`src/rtl/gpio_pkg.sv`:
```
// Package: shared register-select encoding and bus constants for the GPIO port.
// Assumes a 32-bit data bus and word-aligned register offsets.
package gpio_pkg;

    localparam int BUS_W  = 32;
    localparam int ADDR_W = 4;

    // Register selected by byte address bits [3:2]
    typedef enum logic [1:0] {
        SEL_DATA = 2'd0,
        SEL_DIR  = 2'd1,
        SEL_MASK = 2'd2,
        SEL_CAP  = 2'd3
    } reg_sel_e;

endpackage

```
`src/rtl/gpio_sync.sv`:
```
// Module: multi-stage synchroniser for the asynchronous pad inputs.
// Assumes STAGES >= 2; each bit is treated on its own (no bus coherency).
module gpio_sync #(
    parameter int WIDTH  = 16,
    parameter int STAGES = 2
) (
    input  logic             clk,
    input  logic             rst_n,
    input  logic [WIDTH-1:0] d,
    output logic [WIDTH-1:0] q
);

    logic [STAGES-1:0][WIDTH-1:0] chain_q;

    // Shift the pad values along the flop chain
    always_ff @(posedge clk) begin
        if (!rst_n) begin
            chain_q <= '0;
        end else begin
            chain_q <= {chain_q[STAGES-2:0], d};
        end
    end

    assign q = chain_q[STAGES-1];

endmodule

```
`src/rtl/gpio_edge_cap.sv`:
```
// Module: rising-edge detector with a sticky capture register.
// Assumes pin_s is already synchronous. A clear wipes the old bits but keeps
// any edge detected in the same cycle.
module gpio_edge_cap #(
    parameter int WIDTH = 16
) (
    input  logic             clk,
    input  logic             rst_n,
    input  logic [WIDTH-1:0] pin_s,
    input  logic             clr,
    output logic [WIDTH-1:0] cap_q,
    output logic [WIDTH-1:0] rise
);

    logic [WIDTH-1:0] prev_q;

    // Detect 0-to-1 transitions against the previous sample
    assign rise = pin_s & ~prev_q;

    // Remember the previous sample and accumulate edges
    always_ff @(posedge clk) begin
        if (!rst_n) begin
            prev_q <= '0;
            cap_q  <= '0;
        end else begin
            prev_q <= pin_s;
            cap_q  <= (clr ? '0 : cap_q) | rise;
        end
    end

    // without a clear no captured bit is lost
    a_r4_sticky: assert property (@(posedge clk) disable iff (!rst_n)
        !clr |=> ((cap_q & $past(cap_q)) == $past(cap_q)));

    // a bit only appears where an edge was seen
    a_r4_no_spurious: assert property (@(posedge clk) disable iff (!rst_n)
        1'b1 |=> ((cap_q & ~$past(cap_q) & ~$past(rise)) == '0));

    // after a clear only same-cycle edges remain
    a_r5_clear_keeps_new: assert property (@(posedge clk) disable iff (!rst_n)
        clr |=> (cap_q == $past(rise)));

endmodule

```
`src/rtl/gpio_regs.sv`:
```
// Module: data, direction and mask registers, write decode and read mux.
// Assumes the register select has already been taken from the address.
// Reads are combinational and have no side effects.
module gpio_regs
    import gpio_pkg::*;
#(
    parameter int WIDTH = 16
) (
    input  logic             clk,
    input  logic             rst_n,
    input  reg_sel_e         sel,
    input  logic             wr,
    input  logic             rd,
    input  logic [WIDTH-1:0] wdata,
    input  logic [WIDTH-1:0] pin_s,
    input  logic [WIDTH-1:0] cap_q,
    output logic [WIDTH-1:0] out_q,
    output logic [WIDTH-1:0] dir_q,
    output logic [WIDTH-1:0] mask_q,
    output logic             cap_clr,
    output logic [BUS_W-1:0] rdata
);

    logic [WIDTH-1:0] rd_word;

    // Software-writable registers
    always_ff @(posedge clk) begin
        if (!rst_n) begin
            out_q  <= '0;
            dir_q  <= '0;
            mask_q <= '0;
        end else if (wr) begin
            case (sel)
                SEL_DATA: out_q  <= wdata;
                SEL_DIR:  dir_q  <= wdata;
                SEL_MASK: mask_q <= wdata;
                default:  ;
            endcase
        end
    end

    // Any write to the capture offset clears it
    assign cap_clr = wr && (sel == SEL_CAP);

    // Select the read word, zero-extended to the bus
    always_comb begin
        rd_word = '0;
        rdata   = '0;
        if (rd) begin
            case (sel)
                SEL_DATA: rd_word = (out_q & dir_q) | (pin_s & ~dir_q);
                SEL_DIR:  rd_word = dir_q;
                SEL_MASK: rd_word = mask_q;
                default:  rd_word = cap_q;
            endcase
            rdata[WIDTH-1:0] = rd_word;
        end
    end

    // direction follows the last write
    a_r2_dir_write: assert property (@(posedge clk) disable iff (!rst_n)
        (wr && sel == SEL_DIR) |=> (dir_q == $past(wdata)));

    // output latch only changes on a data write
    a_r3_out_hold: assert property (@(posedge clk) disable iff (!rst_n)
        !(wr && sel == SEL_DATA) |=> $stable(out_q));

    // mask only changes on a mask write
    a_r6_mask_hold: assert property (@(posedge clk) disable iff (!rst_n)
        !(wr && sel == SEL_MASK) |=> $stable(mask_q));

endmodule

```
`src/rtl/gpio_edge_port.sv`:
```
// Module: top of the GPIO port. Connects the synchroniser, edge capture and
// register file, and forms the interrupt. Assumes a single clock and that
// WIDTH is between 1 and 32.
module gpio_edge_port
    import gpio_pkg::*;
#(
    parameter int WIDTH = 16
) (
    input  logic              clk,
    input  logic              rst_n,
    input  logic [3:0]        bus_addr,
    input  logic              bus_rd,
    input  logic              bus_wr,
    input  logic [31:0]       bus_wdata,
    output logic [31:0]       bus_rdata,
    input  logic [WIDTH-1:0]  pin_i,
    output logic [WIDTH-1:0]  pin_o,
    output logic [WIDTH-1:0]  pin_oe,
    output logic              irq
);

    localparam int SYNC_STAGES = 2;

    reg_sel_e         sel;
    logic [WIDTH-1:0] pin_s;
    logic [WIDTH-1:0] cap_q;
    logic [WIDTH-1:0] rise;
    logic [WIDTH-1:0] mask_q;
    logic             cap_clr;

    // Register select from the word offset
    assign sel = reg_sel_e'(bus_addr[3:2]);

    gpio_sync #(.WIDTH(WIDTH), .STAGES(SYNC_STAGES)) u_sync (
        .clk   (clk),
        .rst_n (rst_n),
        .d     (pin_i),
        .q     (pin_s)
    );

    gpio_edge_cap #(.WIDTH(WIDTH)) u_cap (
        .clk   (clk),
        .rst_n (rst_n),
        .pin_s (pin_s),
        .clr   (cap_clr),
        .cap_q (cap_q),
        .rise  (rise)
    );

    gpio_regs #(.WIDTH(WIDTH)) u_regs (
        .clk     (clk),
        .rst_n   (rst_n),
        .sel     (sel),
        .wr      (bus_wr),
        .rd      (bus_rd),
        .wdata   (bus_wdata[WIDTH-1:0]),
        .pin_s   (pin_s),
        .cap_q   (cap_q),
        .out_q   (pin_o),
        .dir_q   (pin_oe),
        .mask_q  (mask_q),
        .cap_clr (cap_clr),
        .rdata   (bus_rdata)
    );

    // Level interrupt from any enabled captured edge
    assign irq = |(mask_q & cap_q);

    // Bus bits that carry no meaning for this width
    generate
        if (WIDTH < 32) begin : g_upper
            logic unused_bits;
            assign unused_bits = ^{bus_wdata[31:WIDTH], bus_addr[1:0]};

            // upper read bits stay zero
            a_r7_upper_zero: assert property (@(posedge clk) disable iff (!rst_n)
                bus_rdata[31:WIDTH] == '0);
        end else begin : g_full
            logic unused_bits;
            assign unused_bits = ^bus_addr[1:0];
        end
    endgenerate

    // reset leaves all pins as inputs and the capture and mask empty
    a_r1_reset_state: assert property (@(posedge clk)
        !rst_n |=> (pin_oe == '0 && cap_q == '0 && mask_q == '0 && !irq));

    // nothing captured means no interrupt
    a_r6_irq_needs_edge: assert property (@(posedge clk) disable iff (!rst_n)
        (cap_q == '0) |-> !irq);

    // reading never disturbs the capture register
    a_r8_read_no_clear: assert property (@(posedge clk) disable iff (!rst_n)
        (!bus_wr && rise == '0) |=> $stable(cap_q));

endmodule

```
`config.mk`:
```
export PLATFORM = sky130hd
export DESIGN_NAME = gpio_edge_port
export DESIGN_NICKNAME = d
export VERILOG_FILES = /design/src/rtl/gpio_pkg.sv /design/src/rtl/gpio_sync.sv /design/src/rtl/gpio_edge_cap.sv /design/src/rtl/gpio_regs.sv /design/src/rtl/gpio_edge_port.sv
export SDC_FILE = /design/constraint.sdc
export NUM_CORES = 1
export LEC_CHECK = 0
export ABC_AREA = 1
export CAP_MARGIN = 20
export CORE_ASPECT_RATIO = 1.5
export CORE_UTILIZATION = 53
export DETAILED_ROUTE_END_ITERATION = 8
export GPL_TIMING_DRIVEN = 0
export HOLD_SLACK_MARGIN = 0.02
export PLACE_DENSITY = 0.88
export SLEW_MARGIN = 30
export SYNTH_ARGS = -nofsm -noshare
export SYNTH_HDL_FRONTEND = slang
export SYNTH_SLANG_ARGS = --single-unit
```
`constraint.sdc`:
```
create_clock -name clk -period 1.46 [get_ports clk]
set_input_delay 0.219 -clock clk [delete_from_list [all_inputs] [get_ports clk]]
set_output_delay 0.219 -clock clk [all_outputs]
set_load 0.01 [all_outputs]
```
## Word level (Yosys, flattened, before mapping)

Index checks and enable logic that the tools add are counted.

- Equality and inequality tests: 3
- Multiplexer cells: 3
- Bitwise logic cells: 8
- Reductions and logical operators: 6

Operators by type and width:

| operator | count |
|---|---|
| bitwise AND 16 bit | 4 |
| one-hot mux 16 bit (3 select lines) | 1 |
| two-way mux 16 bit | 2 |
| inverter 16 bit | 2 |
| bitwise OR 16 bit | 2 |
| OR reduction 16 bit | 1 |
| AND reduction 2 bit | 3 |
| equality test 2 bit, second input constant | 2 |
| equality test 2 x 1 -> 1 bit, second input constant | 1 |
| logical NOT 2 bit | 1 |
| logical AND 1 bit | 1 |

- Register bits: 112
- Bits of input ports: 56
- Output and inout port bits: 65
- Word-level logic and storage cells: 27

## Depth between registers and ports, before layout

Gate-level depths: netlist (run 1).

- Depth in word-level cells: 5
- Depth in mapped cells: 7
- Gate-level depth less buffers: 6

## Hierarchy

From an unflattened synthesis (run 1), not the netlist that was laid out.

- Cells, all modules: 738
- Area, all modules: 5132.4 sq um

By module, submodules not included:

| module | times used | cells each | area each (sq um) | seq. area each (sq um) |
|---|---|---|---|---|
| gpio_regs | 1 | 438 | 2790.2 | 960.9 |
| gpio_edge_cap | 1 | 150 | 1173.6 | 640.6 |
| gpio_sync | 1 | 115 | 1034.7 | 640.6 |
| gpio_edge_port | 1 | 35 | 133.9 | 0.0 |

## Worst setup path before layout (run 1)

OpenSTA, ideal clock, no wires.

- Path kind: in2out
- Start: input bus_addr[3]
- End: output bus_rdata[6]
- Data arrival time: 1.003 ns
- Required time: 1.241 ns
- Setup slack: 0.238 ns
- Cell stages on the path: 7
- Buffers on the path: 2
- Cells stage by stage: buf_6 -> nor2_4 -> buf_4 -> nand2_1 -> nor2_1 -> nor2_1 -> nor2_1

- Longest elaborated chain between the ends: 3
- Elaborated cells on any way between the ends: 5
- Classes of those cells: eq/ne (2); mux (2); reduce/logical (1)

RTL lines:

| element | RTL line | text |
|---|---|---|
| start: declaration | gpio_edge_port.sv:11 | `input logic [3:0] bus_addr,` |
| equality test 2 bit, or another cell as far along | gpio_regs.sv:50 | `case (sel)` |
| one-hot mux 16 bit (3 select lines) * | gpio_regs.sv:50 |  |
| two-way mux 16 bit * | gpio_regs.sv:49 | `if (rd) begin` |
| end: declaration | gpio_edge_port.sv:15 | `output logic [31:0] bus_rdata,` |

Mark *: on every way between the ends. The rest lies on a longest branch, timed or not.

## Worst setup path in the final report (run 1)

- Start: register u_regs.dir_q[7]
- End: output bus_rdata[7]

- Longest elaborated chain between the ends: 5
- Elaborated cells on any way between the ends: 6
- Classes of those cells: mux (2); bitwise (4)

RTL lines:

| element | RTL line | text |
|---|---|---|
| start: declaration | gpio_regs.sv:18 | `output logic [WIDTH-1:0] dir_q,` |
| start signal: assignment | gpio_regs.sv:35 | `SEL_DIR: dir_q <= wdata;` |
| inverter 16 bit | gpio_regs.sv:51 | `SEL_DATA: rd_word = (out_q & dir_q) \| (pin_s & ~dir_q);` |
| bitwise AND 16 bit | gpio_regs.sv:51 |  |
| bitwise OR 16 bit | gpio_regs.sv:51 |  |
| one-hot mux 16 bit (3 select lines) * | gpio_regs.sv:50 |  |
| two-way mux 16 bit * | gpio_regs.sv:49 |  |

Marks and branches as above.

==> flow_summary.json, run 1 <==
{
  "dieArea_mm2": 0.00927,
  "routedWlPerCell_um": 13.8,
  "diodes": 0,
  "gp_congestion": 0.889,
  "status": "complete, but fails checks",
  "synth_cell_types": 22,
  "power_frac_seq_pct": 51.2,
  "p_switching_mw": 1.69,
  "critPathArrivalTime_ps": 1260,
  "setup_viol": 4,
  "finalWorstSetupSlack_ps": -23.6,
  "clock_tree.root_cell": "clkbuf_16",
  "drt.antenna.violating_nets": 0,
  "yosys.area.top_type": "dfxtp_1",
  "violations": "setup timing",
  "cts_inserted_buffers": 9,
  "critPathKind": "register to output port",
  "grt_setup_unrepaired": "yes",
  "chipHeight_um": 117,
  "grt_pass1_wl_mm": 20.3,
  "fillers": 728,
  "synth_top_area_share_pct": 47.6,
  "cp_data_required_time_ps": 1240,
  "drv_cap": 0,
  "cts.clk_slew.worst_paths_ps": 70,
  "die_w_um": 79.0,
  "viasPerCell": 5.01,
  "whs_ps": 220,
  "first_pass_iters": 5,
  "layout_commonest_cell": "nand2_1",
  "globalRouteOverflowTotal": 0,
  "start_util_pct": 55.3,
  "p_leak_nw": 3.31,
  "intPower_mw": 4.73,
  "max_freq_mhz": 674,
  "worst_setup_path_start_kind": "register",
  "power_density_mw_per_mm2": 1040,
  "hold_class": "input port to register",
  "drcViolationCount": 0,
  "slew_headroom_pct": 54.3,
  "wirelength_mm": 12.5,
  "min_period_over_period_pct": 102,
  "cts.sinks": 112,
  "tightest_slew_ps": 685,
  "grt_pass1_vias": 4259,
  "io_pins": 121,
  "pwr-share-comb_pct": 13.3,
  "grt_start_max_net_pins": 19,
  "critPathMaxFanout": 3,
  "io_buffers": 83,
  "cts_max_path_buffers": 2,
  "clock_latency_ps": 340,
  "num_vias": 4537,
  "yosysSeqAreaShare_pct": 47.6,
  "clock_power_share_pct": 35.4,
  "cts_tree": "yes",
  "syn-instance-count": 673,
  "coreArea_mm2": 0.00852,
  "ys_warn_count": 0,
  "ys_seq_elements": 112,
  "final_cell_mix": "nand2_1, nor2_1, inv_1",
  "cts-htree-levels": 3,
  "num_rows": 41,
  "peakVddDrop_mv": 0.845,
  "layout_min_cycle_time_ps": 1480,
  "finalMaxSlewViolations": 0,
  "drt_iter0_markers": 359,
  "p_sw_share_pct": 26.3,
  "netlist_area_mm2": 0.00471,
  "dpl.hpwl_mm": 9.54,
  "drive_gt1_share_pct": 20.7,
  "grt_usage_pct": 28.0,
  "final_nets": 851,
  "hold_viol_final": 0,
  "final_util_pct": 72.4,
  "skew_ps": 3.68,
  "cts_hold_buffers": 0,
  "avgSynthCellArea_um2": 7.00,
  "antenna_found_initial": 0,
  "syn_to_final_growth_pct": 31.0,
  "crit_path_end_kind": "output port",
  "synth.area.top_cells": "dfxtp_1, nand2_1, nor2_1, inv_1, o21ai_0"
}
==> timing repair <==
action,in CTS,in global routing
buffers inserted,8,5
resized for setup,152,45
pin swaps,7,19
setup endpoints to repair,49,29
==> worst max-delay path, cell delays in order (launching register included) <==
cell,delay (ps)
dfxtp_2,350
inv_2,50
nand2_1,50
nand2_1,60
nor2_2,100
nor2_1,50
nor2_1,120
buf_2,150
==> metal layers <==
metal	part of all wire [%]	track usage [%]	wire length, um
met1	41	34.2	5150
met2	51	48.9	6390
met3	5.1	2.40	638
met4	2.8	13.1	345
met5	0	0	0
==> layout make-up <==
| cell class | count | area (um2) | area share, % |
|---|---|---|---|
| Sequential cell | 112 | 2300 | 37.3 |
| Timing Repair Buffer | 96 | 851 | 13.8 |
| Clock buffer | 9 | 225 | 3.65 |
| Multi-Input combinational cell | 434 | 1930 | 31.3 |
| Inverter | 91 | 343 | 5.56 |
| Buffer | 51 | 343 | 5.56 |
| Clock inverter | 5 | 42.5 | 0.690 |
| Tap cell | 107 | 134 | 2.17 |
==> power groups by stage <==
| stage | clock, mW | sequential [mW] | combinational (mW) |
|---|---|---|---|
| 2_1_floorplan | 0 | 3.34 | 0.452 |
| 3_3_place_gp | 0 | 3.34 | 0.818 |
| 3_5_place_dp | 0 | 3.35 | 0.832 |
| 4_1_cts | 2.29 | 3.29 | 0.835 |
| 5_1_grt | 2.43 | 3.30 | 0.944 |
| 6_report | 2.28 | 3.29 | 0.856 |
==> cells in the mapped netlist (all sizes together) <==
master,instances
buf,37
conb,1
dfxtp,112
o21ai,64
a21oi,27
nor2,97
nand4,22
nand3,35
clkinv,1
nand2,173
clkbuf,14
inv,90
==> state kept, by name, indices dropped and copies added, names as in the netlist <==
name and flops:
u_sync.chain_q 16, u_regs.mask_q 16, u_regs.out_q 16, u_sync.q 16
u_regs.dir_q 16, u_cap.prev_q 16, u_cap.cap_q 16
==> metrics by stage <==
step	setup TNS, ps	instances	setup WS [ps]	power, mW	cell area (um2)
global route	-640	905	-115	6.67	6170
floorplan	0	688	238	3.80	4770
detailed placement	-25260	878	-1010	4.18	5730
finish	-75.2	905	-23.6	6.42	6170
global placement	-24800	878	-1000	4.16	5730
CTS	-155	900	-68.4	6.41	6060
==> kinds of logic after synthesis <==
logic type / synth area share (%)
buffers and inverters: 13.8
and+or+nand+nor: 28.9
other: 0.0796
AOI/OAI and AO/OA: 9.67
DFF: 47.6
==> final timing paths <==
kind | start | end | slack, ps | depth (start not counted)
hold reg to reg | u_cap.prev_q[9] | u_cap.cap_q[9] | 400 | 1
setup reg to reg | u_regs.dir_q[5] | u_regs.dir_q[5] | 650 | 5
setup / recovery | u_regs.dir_q[7] | bus_rdata[7] | -20 | 7
hold / removal | rst_n | u_cap.prev_q[15] | 220 | 3
No activity file was read; power rests on OpenSTA's default activity.
==> run 2: changes to the inputs <==
--- a/config.mk
+++ b/config.mk
@@ -13,6 +13,7 @@
 export GPL_TIMING_DRIVEN = 0
 export HOLD_SLACK_MARGIN = 0.02
 export PLACE_DENSITY = 0.88
+export RECOVER_POWER = 100
 export SLEW_MARGIN = 30
 export SYNTH_ARGS = -nofsm -noshare
 export SYNTH_HDL_FRONTEND = slang
==> run 2 against run 1 <==
The flow still finishes with violations (setup timing); maximum frequency down 0.40%; register-to-register slack about the same; critical path depth up 1.
==> flow_summary.json, run 2 (synthesis results as in run 1) <==
{
  "peakVddDrop_mv": 0.845,
  "antenna_found_initial": 0,
  "grt_setup_unrepaired": "yes",
  "finalWorstSetupSlack_ps": -29.6,
  "critPathMaxFanout": 10,
  "fin_setup_tns_ps": -83.4,
  "critPathArrivalTime_ps": 1270,
  "syn_to_final_growth_pct": 29.4,
  "p_leak_nw": 3.06,
  "tightest_slew_ps": 683,
  "routedWlPerCell_um": 13.8,
  "hold_viol_final": 0,
  "layout_commonest_cell": "nand2_1",
  "num_vias": 4547,
  "cts_tree": "yes",
  "gp_congestion": 0.889,
  "final_nets": 851,
  "wirelength_mm": 12.5,
  "chipHeight_um": 117,
  "drv_cap": 0,
  "violations": "setup timing",
  "cp_cell_sequence": "buf_2, clkbuf_2, buf_6, o21ai_2, nand2_1, nor2_1, nor2_1, buf_2",
  "finalMaxSlewViolations": 0,
  "dieArea_mm2": 0.00927,
  "p_total_mw": 6.41,
  "grt_pass1_wl_mm": 20.3,
  "final_cell_mix": "nand2_1, nor2_1, inv_1",
  "drt.antenna.violating_nets": 0,
  "final_util_pct": 71.5,
  "cts.clk_slew.worst_paths_ps": 70,
  "drcViolationCount": 0,
  "placed_cells": 878,
  "fillers": 749,
  "coreArea_mm2": 0.00852,
  "fin_cells": 905,
  "io_pins": 121,
  "critPathKind": "input port to output port",
  "pre_cts_slack_ps": -1010,
  "slew_headroom_pct": 54.4,
  "min_period_over_period_pct": 102,
  "cts.sinks": 112,
  "power_density_mw_per_mm2": 1050,
  "cts_inserted_buffers": 9,
  "cts_max_path_buffers": 2,
  "io_buffers": 83,
  "worst_setup_path_start_kind": "input port",
  "cp_slowest_cell": "clkbuf_2",
  "cp_data_required_time_ps": 1240,
  "clock_latency_ps": 340,
  "drive_gt1_share_pct": 19.3,
  "grt_pass1_vias": 4259,
  "clock_tree.root_cell": "clkbuf_16",
  "max_freq_mhz": 671,
  "globalRouteOverflowTotal": 0,
  "setup_viol": 4,
  "cts-htree-levels": 3,
  "grt_usage_pct": 28.0,
  "first_pass_iters": 5,
  "diodes": 0,
  "start_util_pct": 55.3,
  "skew_ps": 3.61,
  "grt_start_max_net_pins": 19,
  "status": "complete, but fails checks",
  "hold_class": "input port to register",
  "die_w_um": 79.0,
  "crit_path_end_kind": "output port",
  "viasPerCell": 5.02,
  "drt_iter0_markers": 394,
  "layout_min_cycle_time_ps": 1490,
  "dpl.hpwl_mm": 9.54,
  "num_rows": 41,
  "crit_path_max_incr_delay_ps": 190
}
## run 2: cell count changes in the layout (fill, tap and decap cells not counted), sizes merged
cell | previous run | this run
clkbuf | 23 | 32
dlymetal6s2s | 14 | 1
clkdlybuf4s25 | 0 | 13
buf | 68 | 59
## run 2: final timing paths
| path | startpoint | to | slack (ps) | cells past startpoint |
|---|---|---|---|---|
| setup / recovery | bus_addr[2] | bus_rdata[7] | -30 | 8 |
| hold / removal | bus_wr | u_regs.mask_q[15] | 250 | 3 |
| setup reg to reg | u_regs.dir_q[5] | u_regs.dir_q[5] | 640 | 5 |
| hold reg to reg | u_cap.prev_q[9] | u_cap.cap_q[9] | 410 | 1 |
## run 2: cell type report
cell class | count | area [um2] | area share [%]
clock buffer | 9 | 225 | 3.70
buffer | 51 | 323 | 5.30
multi-input combinational | 434 | 1910 | 31.3
tap | 107 | 134 | 2.20
timing repair buffer | 96 | 815 | 13.4
inverter | 91 | 343 | 5.63
clock inverter | 5 | 42.5 | 0.698
sequential | 112 | 2300 | 37.8
## run 2: where the power goes
group	switching (mW)	internal, mW	total, mW
Combinational	0.475	0.366	0.841
Sequential	0.0943	3.20	3.29
Clock	1.11	1.16	2.27
Total	1.68	4.72	6.41
## run 2: routing by layer
layer | share of wire [%] | track usage (%) | vias up
met1 | 41 | 34.2 | 2040
met4 | 2.9 | 13.1 | 0
met3 | 5.4 | 2.40 | 31
met2 | 51 | 48.9 | 180
li1 | - | - | 2296
met5 | 0 | 0 | -
## run 2: worst max-delay path, delay by kind of cell
family                 cells  cell delay (ps)
buffers and inverters      4              640
AND/OR/NAND/NOR            3              280
AO/OA/AOI/OAI              1              120
## run 2: repair_timing
item,CTS,global route
hold buffers,0,0
cloned,0,0
endpoints found under the setup margin,49,29
pin swaps,7,19
setup buffers,8,5
gates resized for setup,152,45
## run 2: metrics by stage
| stage | instance area, um2 | hold WS, ps |
|---|---|---|
| floorplan | 4770 | 312 |
| finish | 6090 | 248 |
| CTS | 6060 | 205 |
| detailed placement | 5730 | 396 |
| global route | 6090 | 267 |
| global placement | 5730 | 391 |
==> run 3: changes to the inputs <==
--- a/config.mk
+++ b/config.mk
@@ -14,6 +14,7 @@
 export HOLD_SLACK_MARGIN = 0.02
 export PLACE_DENSITY = 0.88
 export RECOVER_POWER = 100
+export SKIP_LAST_GASP = 1
 export SLEW_MARGIN = 30
 export SYNTH_ARGS = -nofsm -noshare
 export SYNTH_HDL_FRONTEND = slang
==> run 3 against run 2 <==
The run still ends with setup timing left; sequential share of layout area about the same; global-route usage about the same; hold slack about the same; critical path depth down 1; clock skew about the same; combinational power about the same; clock power about the same; critical endpoint is now bus_rdata[15]; largest cell class unchanged.
==> flow_summary.json, run 3 (synthesis results as in run 1) <==
{
  "status": "complete, but fails checks",
  "violations": "setup timing",
  "final_nets": 851,
  "p_leak_nw": 3.06,
  "finalMaxSlewViolations": 0,
  "grt_setup_unrepaired": "yes",
  "finalWorstSetupSlack_ps": -41.9,
  "dieArea_mm2": 0.00927,
  "num_vias": 4569,
  "crit_path_max_incr_delay_ps": 350,
  "drv_cap": 0,
  "hold_depth": 3,
  "hold_class": "input port to register",
  "power_frac_seq_pct": 51.3,
  "grt_pass1_wl_mm": 20.4,
  "syn_to_final_growth_pct": 29.3,
  "first_pass_iters": 5,
  "pre_cts_slack_ps": -1010,
  "drt_iter0_markers": 370,
  "worstHoldEndpoint": "u_regs.mask_q[15]",
  "critPathKind": "register to output port",
  "io_buffers": 83,
  "power_density_mw_per_mm2": 1050,
  "drcViolationCount": 0,
  "grt_pass1_vias": 4262,
  "cp_slowest_cell": "dfxtp_2",
  "cp_data_required_time_ps": 1240,
  "routedWlPerCell_um": 13.8,
  "layout_min_cycle_time_ps": 1500,
  "fillers": 750,
  "r2r-end": "u_regs.dir_q[5]",
  "final_cell_mix": "nand2_1, nor2_1, inv_1",
  "hold_viol_final": 0,
  "skew_ps": 3.90,
  "io_pins": 121,
  "die_w_um": 79.0,
  "gp_congestion": 0.889,
  "cp_cell_sequence": "inv_2, nand2_1, nand2_1, nor2_1, nor2_1, nor2_1, buf_2",
  "fin_setup_tns_ps": -110,
  "register_area_mm2": 0.00230,
  "cts-htree-levels": 3,
  "cp.depth": 7,
  "clock_power_share_pct": 35.6,
  "p_sw_share_pct": 26.4,
  "viasPerCell": 5.05,
  "setup_viol": 4,
  "crit_buf_inv": 2,
  "worst_setup_path_start_kind": "register",
  "critPathMaxFanout": 3,
  "dpl.hpwl_mm": 9.54,
  "cts.sinks": 112,
  "coreArea_mm2": 0.00852,
  "holdCritStartpoint": "bus_wr",
  "cpMostUsedCell": "nor2_1",
  "crit_path_end_kind": "output port",
  "grt_usage_pct": 28.1,
  "antenna_found_initial": 0,
  "multi_input_area_mm2": 0.00191,
  "max_freq_mhz": 666,
  "slew_headroom_pct": 54.4,
  "cts_tree": "yes",
  "cts_hold_buffers": 0,
  "r2r_setup_slack_ps": 640,
  "num_rows": 41,
  "placed_cells": 878,
  "peakVddDrop_mv": 0.846,
  "intPower_mw": 4.72,
  "tightest_slew_ps": 685,
  "pwr-share-comb_pct": 13.1,
  "diodes": 0,
  "crit-reg2reg-launch": "u_regs.dir_q[5]",
  "start_util_pct": 55.3,
  "fin_cells": 905,
  "grt_start_max_net_pins": 19,
  "critPathArrivalTime_ps": 1280,
  "cts_max_path_buffers": 2,
  "globalRouteOverflowTotal": 0,
  "cts.clk_slew.worst_paths_ps": 70,
  "layout_commonest_cell": "nand2_1",
  "min_period_over_period_pct": 103,
  "clock_latency_ps": 340,
  "drive_gt1_share_pct": 18.8,
  "clock_tree.root_cell": "clkbuf_16",
  "drt.antenna.violating_nets": 0,
  "path_delay_family": "simple AND/OR/NAND/NOR gates",
  "p_total_mw": 6.42,
  "cts_inserted_buffers": 9,
  "p_switching_mw": 1.69,
  "chipHeight_um": 117,
  "rr_worst_depth": 5,
  "wirelength_mm": 12.5,
  "whs_ps": 249
}
run 3: changes by cell type in the layout (fill, tap and decap cells not counted), sizes merged:
cell,change
clkdlybuf4s50,+2
clkdlybuf4s25,-2
run 3: how the worst max path moves through the flow:
stage                     slack [ps]        startpoint             to
after global routing            -120   u_regs.dir_q[7]   bus_rdata[7]
final                            -40  u_regs.out_q[15]  bus_rdata[15]
after global placement         -1000       bus_addr[2]   bus_rdata[4]
after floorplan                  240       bus_addr[3]   bus_rdata[6]
after detailed placement       -1010       bus_addr[2]   bus_rdata[4]
after CTS                        -70  u_regs.mask_q[3]            irq
run 3: power groups by stage:
stage	combinational, mW	sequential, mW	clock [mW]
after floorplan	0.452	3.34	0
after global placement	0.818	3.34	0
after detailed placement	0.832	3.35	0
after CTS	0.834	3.29	2.29
after global routing	0.930	3.31	2.43
final	0.842	3.29	2.28
run 3: through the flow:
step | area (um2) | utilization, %
floorplan | 4770 | -
global placement | 5730 | 67.3
detailed placement | 5730 | 67.3
CTS | 6060 | 71.2
global route | 6090 | 71.5
finish | 6090 | 71.5
run 3: area by class of cell:
cell class                 count  area share (%)
buffer                        51            5.30
clock buffer                   9            3.70
clock inverter                 5           0.699
inverter                      91            5.63
multi-input combinational    434            31.4
sequential                   112            37.7
tap                          107            2.20
timing repair buffer          96            13.4
run 3: per-layer routing:
layer	GRT usage, %	up-vias	share of wire [%]	routed length (um)
li1	-	2303	-	-
met1	34.2	2032	40	5040
met2	48.9	205	51	6400
met3	2.40	29	5.8	720
met4	13.1	0	2.5	315
met5	0	-	0	0
run 3: worst register-to-register path, stage by stage (launching register included):
cell     delay, ps
dfxtp_2        350
inv_2           50
buf_4          120
nand2_1         60
nand2_1         60
nor2_1         100
run 3: repair_timing:
| action | 4_1_cts | 5_1_grt |
|---|---|---|
| buffers inserted | 8 | 5 |
| resized for setup | 149 | 41 |
| endpoints found under the hold margin | 0 | 0 |
| pin swaps | 7 | 22 |
| endpoints found under the setup margin | 49 | 28 |
